$ cat src/rtl/spi_flag_pkg.sv
package spi_flag_pkg;
    // status word bit positions
    localparam int ST_TXREQ   = 0;
    localparam int ST_RXRDY   = 1;
    localparam int ST_WORD    = 2;
    localparam int ST_BUSY    = 8;
    localparam int ST_WIDTH   = 9;
    localparam int NUM_STICKY = 6;
    localparam int NUM_IRQ    = 8;

    // register word offsets
    localparam int REG_STATUS = 0;
    localparam int REG_IRQEN  = 1;
    localparam int REG_DMAEN  = 2;
    localparam int REG_WATER  = 3;
    localparam int REG_LEVEL  = 4;
    localparam int REG_PARAM  = 5;

    // field placement inside words
    localparam int RX_FIELD_LSB = 16;
    localparam int PARAM_RX_LSB = 8;
    localparam int DMA_TX       = 0;
    localparam int DMA_RX       = 1;
endpackage

$ cat src/rtl/spi_flag_bank.sv
module spi_flag_bank #(
    parameter int N = 6
) (
    input  logic         clk,
    input  logic         rst_n,
    input  logic [N-1:0] set_i,
    input  logic [N-1:0] clr_i,
    output logic [N-1:0] flag_o
);
    typedef struct packed {
        logic [N-1:0] flag;
    } bank_t;

    bank_t st_d, st_q;

    always_comb begin
        st_d = st_q;
        for (int i = 0; i < N; i++) begin
            // a new event outranks a clear in the same cycle
            st_d.flag[i] = set_i[i] | (st_q.flag[i] & ~clr_i[i]);
        end
    end

    always_ff @(posedge clk or negedge rst_n) begin
        if (!rst_n) st_q <= '0;
        else        st_q <= st_d;
    end

    assign flag_o = st_q.flag;

    for (genvar g = 0; g < N; g++) begin : g_chk

        sticky_set_chk: assert property (@(posedge clk) disable iff (!rst_n)
            set_i[g] |=> flag_o[g]);

        w1c_clear_chk: assert property (@(posedge clk) disable iff (!rst_n)
            (clr_i[g] && !set_i[g]) |=> !flag_o[g]);

        flag_hold_chk: assert property (@(posedge clk) disable iff (!rst_n)
            (!set_i[g] && !clr_i[g]) |=> (flag_o[g] == $past(flag_o[g])));
    end
endmodule

$ cat src/rtl/spi_level_req.sv
module spi_level_req #(
    parameter int LW = 2,
    parameter int CW = 3
) (
    input  logic          clk,
    input  logic          rst_n,
    input  logic [CW-1:0] tx_level,
    input  logic [CW-1:0] rx_level,
    input  logic [LW-1:0] tx_wm,
    input  logic [LW-1:0] rx_wm,
    input  logic          busy_i,
    output logic          tx_req_o,
    output logic          rx_rdy_o,
    output logic          busy_o
);
    typedef struct packed {
        logic tx_req;
        logic rx_rdy;
        logic busy;
    } lvl_t;

    lvl_t lv_d, lv_q;

    always_comb begin
        lv_d        = lv_q;
        lv_d.tx_req = (tx_level <= CW'(tx_wm));
        lv_d.rx_rdy = (rx_level >  CW'(rx_wm));
        lv_d.busy   = busy_i;
    end

    always_ff @(posedge clk or negedge rst_n) begin
        if (!rst_n) lv_q <= '0;
        else        lv_q <= lv_d;
    end

    assign tx_req_o = lv_q.tx_req;
    assign rx_rdy_o = lv_q.rx_rdy;
    assign busy_o   = lv_q.busy;


    empty_tx_requests_chk: assert property (@(posedge clk) disable iff (!rst_n)
        (tx_level == '0) |=> tx_req_o);

    above_wm_quiet_chk: assert property (@(posedge clk) disable iff (!rst_n)
        (tx_level > CW'(tx_wm)) |=> !tx_req_o);

    empty_rx_idle_chk: assert property (@(posedge clk) disable iff (!rst_n)
        (rx_level == '0) |=> !rx_rdy_o);
endmodule

$ cat src/rtl/spi_req_route.sv
module spi_req_route #(
    parameter int NI = 8
) (
    input  logic [NI-1:0] flags_i,
    input  logic [NI-1:0] en_i,
    input  logic          tx_req_i,
    input  logic          rx_rdy_i,
    input  logic [1:0]    dma_en_i,
    output logic          irq_o,
    output logic          tx_dma_o,
    output logic          rx_dma_o
);
    import spi_flag_pkg::*;

    always_comb begin
        irq_o    = |(flags_i & en_i);
        // FIFO interrupt enable takes the request away from DMA
        tx_dma_o = dma_en_i[DMA_TX] & tx_req_i & ~en_i[ST_TXREQ];
        rx_dma_o = dma_en_i[DMA_RX] & rx_rdy_i & ~en_i[ST_RXRDY];
    end
endmodule

$ cat src/rtl/spi_flag_ctrl.sv
module spi_flag_ctrl #(
    parameter int FIFO_LOG2 = 2,
    parameter int AW        = 3,
    parameter int DW        = 32
) (
    input  logic                 clk,
    input  logic                 rst_n,
    input  logic [AW-1:0]        reg_addr,
    input  logic                 reg_wr,
    input  logic [DW-1:0]        reg_wdata,
    output logic [DW-1:0]        reg_rdata,
    input  logic [FIFO_LOG2:0]   tx_level,
    input  logic [FIFO_LOG2:0]   rx_level,
    input  logic                 ev_word,
    input  logic                 ev_frame,
    input  logic                 ev_xfer,
    input  logic                 ev_under,
    input  logic                 ev_over,
    input  logic                 ev_match,
    input  logic                 eng_busy,
    output logic                 irq,
    output logic                 tx_dma_req,
    output logic                 rx_dma_req
);
    import spi_flag_pkg::*;

    localparam int LW = FIFO_LOG2;
    localparam int CW = FIFO_LOG2 + 1;

    typedef struct packed {
        logic [NUM_IRQ-1:0] ie;
        logic [1:0]         dma;
        logic [LW-1:0]      txwm;
        logic [LW-1:0]      rxwm;
    } cfg_t;

    cfg_t cfg_d, cfg_q;
    logic [NUM_STICKY-1:0] w1c_clr;
    logic [NUM_STICKY-1:0] ev_vec;
    logic [NUM_STICKY-1:0] sticky;
    logic                  tx_req, rx_rdy, busy_q;
    logic [ST_WIDTH-1:0]   status;

    assign ev_vec = {ev_match, ev_over, ev_under, ev_xfer, ev_frame, ev_word};

    always_comb begin
        cfg_d   = cfg_q;
        w1c_clr = '0;
        if (reg_wr) begin
            case (reg_addr)
                AW'(REG_STATUS): w1c_clr   = reg_wdata[ST_WORD +: NUM_STICKY];
                AW'(REG_IRQEN):  cfg_d.ie  = reg_wdata[NUM_IRQ-1:0];
                AW'(REG_DMAEN):  cfg_d.dma = reg_wdata[1:0];
                AW'(REG_WATER): begin
                    cfg_d.txwm = reg_wdata[0 +: LW];
                    cfg_d.rxwm = reg_wdata[RX_FIELD_LSB +: LW];
                end
                default: ;
            endcase
        end
    end

    always_ff @(posedge clk or negedge rst_n) begin
        if (!rst_n) cfg_q <= '0;
        else        cfg_q <= cfg_d;
    end

    spi_flag_bank #(.N(NUM_STICKY)) u_bank (
        .clk    (clk),
        .rst_n  (rst_n),
        .set_i  (ev_vec),
        .clr_i  (w1c_clr),
        .flag_o (sticky)
    );

    spi_level_req #(.LW(LW), .CW(CW)) u_level (
        .clk      (clk),
        .rst_n    (rst_n),
        .tx_level (tx_level),
        .rx_level (rx_level),
        .tx_wm    (cfg_q.txwm),
        .rx_wm    (cfg_q.rxwm),
        .busy_i   (eng_busy),
        .tx_req_o (tx_req),
        .rx_rdy_o (rx_rdy),
        .busy_o   (busy_q)
    );

    assign status = {busy_q, sticky, rx_rdy, tx_req};

    spi_req_route #(.NI(NUM_IRQ)) u_route (
        .flags_i  (status[NUM_IRQ-1:0]),
        .en_i     (cfg_q.ie),
        .tx_req_i (tx_req),
        .rx_rdy_i (rx_rdy),
        .dma_en_i (cfg_q.dma),
        .irq_o    (irq),
        .tx_dma_o (tx_dma_req),
        .rx_dma_o (rx_dma_req)
    );

    always_comb begin
        reg_rdata = '0;
        case (reg_addr)
            AW'(REG_STATUS): reg_rdata[ST_WIDTH-1:0] = status;
            AW'(REG_IRQEN):  reg_rdata[NUM_IRQ-1:0]  = cfg_q.ie;
            AW'(REG_DMAEN):  reg_rdata[1:0]          = cfg_q.dma;
            AW'(REG_WATER): begin
                reg_rdata[0 +: LW]            = cfg_q.txwm;
                reg_rdata[RX_FIELD_LSB +: LW] = cfg_q.rxwm;
            end
            AW'(REG_LEVEL): begin
                reg_rdata[0 +: CW]            = tx_level;
                reg_rdata[RX_FIELD_LSB +: CW] = rx_level;
            end
            AW'(REG_PARAM): begin
                reg_rdata[7:0]                = 8'(FIFO_LOG2);
                reg_rdata[PARAM_RX_LSB +: 8]  = 8'(FIFO_LOG2);
            end
            default: ;
        endcase
    end


    tx_dma_mask_chk: assert property (@(posedge clk) disable iff (!rst_n)
        cfg_q.ie[ST_TXREQ] |-> !tx_dma_req);

    rx_dma_mask_chk: assert property (@(posedge clk) disable iff (!rst_n)
        cfg_q.ie[ST_RXRDY] |-> !rx_dma_req);

    irq_quiet_chk: assert property (@(posedge clk) disable iff (!rst_n)
        (cfg_q.ie == '0) |-> !irq);

    busy_follow_chk: assert property (@(posedge clk) disable iff (!rst_n)
        eng_busy |=> status[ST_BUSY]);
endmodule

$ cat config.mk
export PLATFORM = sky130hd
export DESIGN_NAME = spi_flag_ctrl
export DESIGN_NICKNAME = d
export VERILOG_FILES = /design/src/rtl/spi_flag_pkg.sv /design/src/rtl/spi_flag_bank.sv /design/src/rtl/spi_level_req.sv /design/src/rtl/spi_req_route.sv /design/src/rtl/spi_flag_ctrl.sv
export SDC_FILE = /design/constraint.sdc
export NUM_CORES = 1
export LEC_CHECK = 0
export ABC_AREA = 1
export BUFFER_PORTS_ARGS = -buffer_cell sky130_fd_sc_hd__buf_2
export CAP_MARGIN = 15
export CORE_MARGIN = 2
export CORE_UTILIZATION = 33
export CTS_CLUSTER_DIAMETER = 200
export DETAILED_ROUTE_END_ITERATION = 10
export PLACE_DENSITY_LB_ADDON = 0.12
export REMOVE_ABC_BUFFERS = 1
export SLEW_MARGIN = 20
export SYNTH_ARGS = -nofsm -noshare
export SYNTH_HDL_FRONTEND = slang
export SYNTH_SLANG_ARGS = --single-unit
$ cat constraint.sdc
create_clock -name clk -period 3.4 [get_ports clk]
set_clock_uncertainty 0.15 [all_clocks]
set_input_delay 0.34 -clock clk [delete_from_list [all_inputs] [get_ports clk]]
set_output_delay 0.34 -clock clk [all_outputs]
set_load 0.01 [all_outputs]
==> impl_metrics.ini, run 1 <==
[floorplanning]
initial_core_util_pct = 33.9
coreArea_mm2 = 0.00432
ios = 86
fp.dieW_um = 70.6
dieArea_mm2 = 0.00499
chipHeight_um = 70.6
rows = 24

[final_layout]
n_antenna_cell = 0
stdcell_area_mm2 = 0.00171
mostFrequentLayoutCell = nand2_1
syn2layout_area_growth_pct = 16.5
final_cell_mix = nand2_1, buf_2, inv_1
layout-drive-gt1-share_pct = 22.4
nets = 306
fillers = 496

[placement]
place_congestion = 0.752
placed_area_mm2 = 0.00165
dp_hpwl_um = 2490
place.port_buffers = 44

[global_route]
grt_util_all_layers_pct = 13.6
grt_pass1_wl_um = 5430
antenna_found_initial = 0
grt_max_degree = 24
grt_pass1_vias = 1166
gr-total-overflow = 0

[logic_synthesis]
synth_area_leaders = dfrtp_1, nand2_1, buf_4, inv_1, nand3_1
post_synth_num_cell_types = 20
yosysTopAreaCell = dfrtp_1
netlist_instances = 205
ys_seq_area_share_pct = 39.3
synth.avg_cell_area_um2 = 7.15
syn_area_mm2 = 0.00147
synth-seq-cells = 23
synthDominantCellAreaShare_pct = 39.3
synth_warnings = 0

[flow_run]
maxCapViolCount = 0

[setup_path]
startpoint = reg_addr[1]
crit_required_ps = 2910
path_max_fanout = 15
end_kind = primary output
critPathTopFamily = simple AND/OR/NAND/NOR gates
cpMostUsedCell = nand2_1
worstSetupStartpointType = input port
reg2reg_from = cfg_q[1]
crit_buf_inv = 4
worstPathArrival_ps = 1320
cpPeakStageDelay_ps = 320
cp_slowest_cell = nor2_4
path_cells = buf_2 -> inv_1 -> nand2_2 -> nor2_4 -> nand2_1 -> nand2_1 -> inv_1 -> nand2_1 -> buf_2
worst-setup-path-type = in -> out

[detailed_routing]
drt-wirelength-per-cell_um = 10.7
via_count = 1296
wirelength_um = 3250
drt_first_iter_violations = 67
dr.pass1.iters = 4
final_antenna_net_count = 0
drc = 0
viasPerCell = 4.29

[timing]
rsz0062_at_grt = no
slew_headroom_pct = 65.2
period_needed_ps = 1810
tightest_slew_ps = 521
hold_viol = 0
setup_viol = 0
fmax_ghz = 0.553
fin_tns_setup_ps = 0
finalCritPeriodShare_pct = 53.2
drv_slew = 0

[power_and_ir_drop]
cellPowerDensity_mw_per_mm2 = 397
leakage_nw = 1.01
ir_drop_v = 0.000182

[min_path]
min_from = eng_busy
hold_path_class = in -> reg

[clock_network]
insertion_delay_ps = 260
cts.sinks = 23
h-tree-depth = 1
cts_root_buffer = clkbuf_8
numCtsBuffers = 3
cts.clk_slew.worst_paths_ps = 80
ctsResizeCount = 0
cts_tree = yes
cts_buffer_depth = 2

[outcome]
status = finished, final reports clean
[cells by family (layout without fill, tap and decap cells)]
group / after synthesis / count (layout) / synth area share, %
other cells: 1 / 19 / 0.256
simple gates: 114 / 114 / 33.7
buf+inv: 49 / 76 / 18.3
compound gates: 14 / 14 / 5.04
fa+ha+maj: 4 / 4 / 3.42
flops: 23 / 23 / 39.3
[cells in the mapped netlist]
cell / instances
ha_1: 4
buf_4: 20
o21ai_1: 2
conb_1: 1
buf_2: 1
a21oi_1: 2
or2_2: 1
inv_2: 2
nand2_2: 2
o21bai_1: 1
buf_6: 1
inv_1: 25
nand3_1: 11
nor2_4: 4
nand4_1: 6
o21ai_0: 8
nor2_1: 10
nand2_1: 80
o22ai_1: 1
dfrtp_1: 23
[metal layers]
layer | GRT usage, % | share of wire [%] | vias to the layer above
li1 | - | - | 682
met1 | 19.1 | 47 | 564
met2 | 22.0 | 46 | 48
met3 | 2.56 | 6.8 | 2
met4 | 3.14 | 0.59 | 0
met5 | 0 | 0 | -
[metrics by stage]
step                hold WS (ps)  worst slack (ps)  util [%]  total power, mW  cells
global placement             209              1570      38.2            0.515    297
floorplan                   -106              2000         -            0.445    201
finish                      32.9              1590      39.5            0.678    302
CTS                         29.4              1570      39.5            0.689    302
global route                22.0              1420      39.5            0.734    302
detailed placement           204              1570      38.2            0.516    297
[final timing paths]
check	slack [ps]	end	depth (start not counted)
max	1590	reg_rdata[1]	9
min	30	u_level.busy_o	1
max reg2reg	2150	u_level.rx_rdy_o	6
min reg2reg	350	cfg_q[9]	2
max in group asynchronous	2320	cfg_q[0]	2
min in group asynchronous	430	cfg_q[7]	2
[area by class of cell]
type,count,area [um2],share of cell area [%]
multi-input cells,151,689,40.4
repair buffers,45,230,13.5
well taps,52,65.1,3.81
clock buffers,4,45.0,2.64
inverters,27,101,5.94
flip-flops and latches,23,576,33.7
[where the power goes]
group          internal, mW  switching [mW]  total, mW
clock                0.0835          0.0858      0.169
combinational        0.0661           0.102      0.168
sequential            0.312          0.0286      0.341
total                 0.462           0.216      0.678
[sequential cells by signal, indices dropped and copies added, names as in the netlist]
| register | flops |
|---|---|
| u_level.tx_req_o | 1 |
| u_level.rx_rdy_o | 1 |
| u_bank.flag_o | 6 |
| cfg_q | 14 |
| u_level.busy_o | 1 |
[timing repair]
item	in CTS	in global routing
buffers inserted	0	0
endpoints found under the hold margin	23	0
hold buffers	1	0
Note: power is estimated with default switching activity, not from simulation.
==> run 2: changes to the inputs <==
--- a/config.mk
+++ b/config.mk
@@ -5,7 +5,7 @@
 export SDC_FILE = /design/constraint.sdc
 export NUM_CORES = 1
 export LEC_CHECK = 0
-export ABC_AREA = 1
+export ABC_AREA = 0
 export BUFFER_PORTS_ARGS = -buffer_cell sky130_fd_sc_hd__buf_2
 export CAP_MARGIN = 15
 export CORE_MARGIN = 2
==> constraint.sdc (replaced) <==
create_clock -name clk -period 1.58 [get_ports clk]
set_clock_uncertainty 0.15 [all_clocks]
set_input_delay 0.158 -clock clk [delete_from_list [all_inputs] [get_ports clk]]
set_output_delay 0.158 -clock clk [all_outputs]
set_load 0.01 [all_outputs]
==> run 2 against run 1 <==
The run now ends with negative setup slack left. Critical path depth is 5 lower. Register-to-register slack worse by 1900 ps. Combinational power grew to 3.2 times the previous value. Total power is 150% higher. Via count is 5.9% lower. Sequential cell count stayed put.
==> impl_metrics.ini, run 2 <==
[placement]
placed_area_mm2 = 0.00172
dp_slack_ps = 23.6
placed_cells = 236
place.port_buffers = 44
place_congestion = 0.841
dp_hpwl_um = 2630

[global_route]
grt_pass1_vias = 1244
grt_max_degree = 24
gr-total-overflow = 0
grt_pass1_wl_um = 6020
grt_util_all_layers_pct = 14.8
antenna_found_initial = 0

[timing]
hold_viol = 0
worst_slack_ps = -2.60
tightest_slew_ps = 546
fmax_ghz = 0.632
fin_tns_setup_ps = -2.60
period_needed_ps = 1580
rsz0062_at_grt = yes
setup_viol = 1
finalCritPeriodShare_pct = 100
slew_headroom_pct = 63.6
drv_slew = 0

[final_layout]
fillers = 418
stdcell_area_mm2 = 0.00204
multiInputGateArea_um2 = 806
largest_register = cfg_q
regArea_um2 = 576
largest_register_ffs = 14
final_cell_mix = buf_2, dfrtp_1, conb_1
final_cells = 265
syn2layout_area_growth_pct = 36.3
n_antenna_cell = 0
nets = 269
layout-drive-gt1-share_pct = 41.3
mostFrequentLayoutCell = buf_2

[setup_path]
cp_slowest_cell = dfrtp_1
end_kind = primary output
worstSetupStartpointType = flop
path_cells = mux2i_1 -> nor2_1 -> a311o_1 -> buf_2
cpPeakStageDelay_ps = 390
worstPathArrival_ps = 1270
path_max_fanout = 2
worst-setup-path-type = reg -> out
crit_required_ps = 1270

[clock_network]
cts_buffer_depth = 2
cts.sinks = 23
numCtsBuffers = 3
h-tree-depth = 1
insertion_delay_ps = 260
cts_tree = yes
cts.clk_slew.worst_paths_ps = 80
cts_root_buffer = clkbuf_8

[logic_synthesis]
syn_area_mm2 = 0.00150
synthDominantCellAreaShare_pct = 38.5
post_synth_num_cell_types = 34
synth_edf_count = 0
synth.avg_cell_area_um2 = 10.8
synth_area_leaders = dfrtp_1, buf_4, mux2_4, mux2_2, mux2i_1
synth_common_cells = dfrtp_1, buf_4, nand2_1
synthArstFlopShare_pct = 100
ys_seq_area_share_pct = 38.5
synth-seq-cells = 23
synth_warnings = 0
synth.most_common_cell = dfrtp_1
netlist_instances = 139
yosys_most_used_dff = dfrtp_1
yosysTopAreaCell = dfrtp_1

[detailed_routing]
wirelength_um = 3550
drc = 0
drt-wirelength-per-cell_um = 13.4
drt_first_iter_violations = 90
via_count = 1220
viasPerCell = 4.60
final_antenna_net_count = 0
dr.pass1.iters = 4

[power_and_ir_drop]
ir_drop_v = 0.000383
p_total_mw = 1.68
leakage_nw = 1.01
cellPowerDensity_mw_per_mm2 = 823

[outcome]
violations = negative setup slack
status = finished, violations left

[floorplanning]
initial_core_util_pct = 34.4
rows = 24
fp.dieW_um = 71.3
dieArea_mm2 = 0.00509
ios = 86
chipHeight_um = 71.3
coreArea_mm2 = 0.00435

[flow_run]
maxCapViolCount = 0

[min_path]
hold_path_class = in -> reg
## run 2: report_power, final
part           switching, mW  internal, mW
registers             0.0743         0.683
clock network          0.200         0.176
logic                  0.224         0.320
total                  0.499          1.18
## run 2: cell type report
cell class	instances	share of cell area (%)
inverter	5	0.920
sequential	23	28.2
clock inverter	1	0.245
tap	52	3.19
clock buffer	3	2.02
timing repair buffer	78	25.9
multi-input combinational	103	39.5
## run 2: what timing repair did
action / CTS / global route
hold buffers: 18 / 0
hold endpoints to repair: 40 / 0
pin swaps: 2 / 4
resized for setup: 5 / 4
endpoints found under the setup margin: 3 / 4
buffers inserted: 6 / 1
## run 2: final timing paths
path	start	to	slack, ps	cells after the start
max in group asynchronous	rst_n	cfg_q[13]	660	2
hold reg to reg	u_bank.flag_o[2]	u_bank.flag_o[2]	370	1
min in group asynchronous	rst_n	cfg_q[1]	250	2
setup reg to reg	cfg_q[3]	u_level.tx_req_o	230	5
hold / removal	reg_wdata[0]	cfg_q[6]	10	2
setup / recovery	cfg_q[6]	reg_rdata[0]	-3	4
## run 2: cells by family after synthesis
group	count (synthesis)	share of synthesized area (%)
AO/OA/AOI/OAI	22	10.5
flip-flops	23	38.5
other	1	0.251
multiplexers	22	18.0
buffers and inverters	31	14.1
adder cells (fa/ha/maj)	4	3.34
AND/OR/NAND/NOR	36	15.4
## run 2: metrics by stage
step	util (%)	hold slack, ps
after floorplan	-	-288
after global placement	39.6	27.5
after detailed placement	39.6	30.4
after CTS	46.3	7.39
after global routing	46.8	0.414
final	46.8	12.5
## run 2: routing by layer
| layer | vias to the layer above | share of wire [%] | track usage, % |
|---|---|---|---|
| met2 | 36 | 47 | 24.4 |
| met1 | 582 | 47 | 19.9 |
| li1 | 596 | - | - |
| met5 | - | 0 | 0 |
| met4 | 0 | 1.7 | 4.82 |
| met3 | 6 | 4.4 | 2.53 |
## run 2: worst max-delay path: cells and delay by family (launching register included)
kind	cells	cell delay, ps
multiplexers	1	140
AND/OR/NAND/NOR	1	60
buffers and inverters	1	150
flip-flops	1	390
AO/OA/AOI/OAI	1	270
==> run 3: changes to the inputs <==
--- a/config.mk
+++ b/config.mk
@@ -14,6 +14,7 @@
 export DETAILED_ROUTE_END_ITERATION = 10
 export PLACE_DENSITY_LB_ADDON = 0.12
 export REMOVE_ABC_BUFFERS = 1
+export SKIP_CTS_REPAIR_TIMING = 1
 export SLEW_MARGIN = 20
 export SYNTH_ARGS = -nofsm -noshare
 export SYNTH_HDL_FRONTEND = slang
==> run 3 against run 2 <==
The flow still finishes with violations (negative setup slack). Maximum frequency fell by 1.0%. Hold slack got worse by 2.7 ps. Clock power barely moved. Via count fell by 0.33%. Combinational power fell by 8.1%. Cell count fell by 1.5%. Sequential share of layout area rose by 0.73 points. Routed wire length fell by 1.5%. Register-to-register slack improved by 60 ps. Cell area fell by 2.5%. Non-clock buffer count fell by 4. Worst setup slack got worse by 16 ps.
==> impl_metrics.ini, run 3 (same netlist as run 2, synthesis figures left out) <==
[floorplanning]
chipHeight_um = 71.3
fp.dieW_um = 71.3
initial_core_util_pct = 34.4
coreArea_mm2 = 0.00435
rows = 24
dieArea_mm2 = 0.00509
ios = 86

[timing]
hold_viol = 0
worst_slack_ps = -18.9
setup_viol = 2
period_needed_ps = 1600
rsz0062_at_grt = yes
drv_slew = 0
finalCritPeriodShare_pct = 101
slew_headroom_pct = 63.8
tightest_slew_ps = 543
fin_tns_setup_ps = -29.6
fmax_ghz = 0.625

[setup_path]
worstPathArrival_ps = 1290
end_kind = primary output
path_max_fanout = 3
crit_buf_inv = 1
cp_slowest_cell = dfrtp_1
cpPeakStageDelay_ps = 410
crit_required_ps = 1270
critPathTopFamily = flip-flops
cp_num_cells = 4
worstSetupStartpointType = flop
path_cells = nand3b_1 -> a21oi_1 -> a311o_1 -> buf_2
worst-setup-path-type = reg -> out
reg2reg_depth = 5

[clock_network]
cts_tree = yes
h-tree-depth = 1
cts_root_buffer = clkbuf_8
cts.clk_slew.worst_paths_ps = 90
cts_buffer_depth = 2
cts.sinks = 23
insertion_delay_ps = 260
numCtsBuffers = 3

[detailed_routing]
drt_first_iter_violations = 72
viasPerCell = 4.66
final_antenna_net_count = 0
wirelength_um = 3490
via_count = 1216
dr.pass1.iters = 3
drt-wirelength-per-cell_um = 13.4
drc = 0

[final_layout]
largest_register_ffs = 14
n_antenna_cell = 0
fillers = 426
nets = 265
multiInputGateArea_um2 = 792
syn2layout_area_growth_pct = 32.9
largest_register = cfg_q
regArea_um2 = 576
layout-drive-gt1-share_pct = 39.2
fin_util_pct = 45.7
final_cell_mix = buf_2, dfrtp_1, conb_1
mostFrequentLayoutCell = buf_2

[min_path]
hold_depth = 2
hold_path_class = in -> reg

[placement]
dp_hpwl_um = 2630
place_congestion = 0.841
place.port_buffers = 44

[global_route]
antenna_found_initial = 0
grt_max_degree = 24
gr-total-overflow = 0
grt_util_all_layers_pct = 13.9
grt_pass1_vias = 1173
grt_pass1_wl_um = 5640

[power_and_ir_drop]
cellPowerDensity_mw_per_mm2 = 823
leakage_nw = 0.986
ir_drop_v = 0.000368

[outcome]
violations = negative setup slack
status = finished, violations left

[flow_run]
maxCapViolCount = 0
## run 3: report_power, final
part           switching, mW  total (mW)  internal, mW
clock network          0.203       0.379         0.176
logic                  0.212       0.500         0.288
registers             0.0738       0.757         0.683
total                  0.489        1.64          1.15
## run 3: area by class of cell
type                    count  area share (%)
clock inverters             1           0.252
repair buffers             74            24.7
multi-input cells         103            39.8
flip-flops and latches     23            28.9
inverters                   5           0.944
clock buffers               3            2.08
well taps                  52            3.27
## run 3: final timing paths
| kind | to | slack (ps) | start |
|---|---|---|---|
| worst max-delay path | reg_rdata[0] | -20 | cfg_q[4] |
| worst min-delay path | cfg_q[6] | 10 | reg_wdata[0] |
| worst max register to register | u_level.rx_rdy_o | 290 | cfg_q[1] |
| worst min register to register | u_bank.flag_o[3] | 370 | u_bank.flag_o[3] |
| max in group asynchronous | cfg_q[5] | 670 | rst_n |
| min in group asynchronous | cfg_q[1] | 250 | rst_n |
## run 3: layer usage
metal	up-vias	wire length (um)	global-route usage, %
li1	590	-	-
met1	580	1620	18.5
met2	38	1650	22.8
met3	8	152	2.67
met4	0	72	4.40
met5	-	0	0
## run 3: per-stage QoR
stage	cell area (um2)	hold WS, ps	power, mW	setup slack, ps	std cells
CTS	1770	-261	1.59	-78.6	240
global placement	1720	27.5	1.20	44.3	236
finish	1990	9.88	1.64	-18.9	261
detailed placement	1720	30.4	1.22	23.6	236
global route	1990	0.414	1.75	-114	261
floorplan	1370	-288	1.03	-105	131
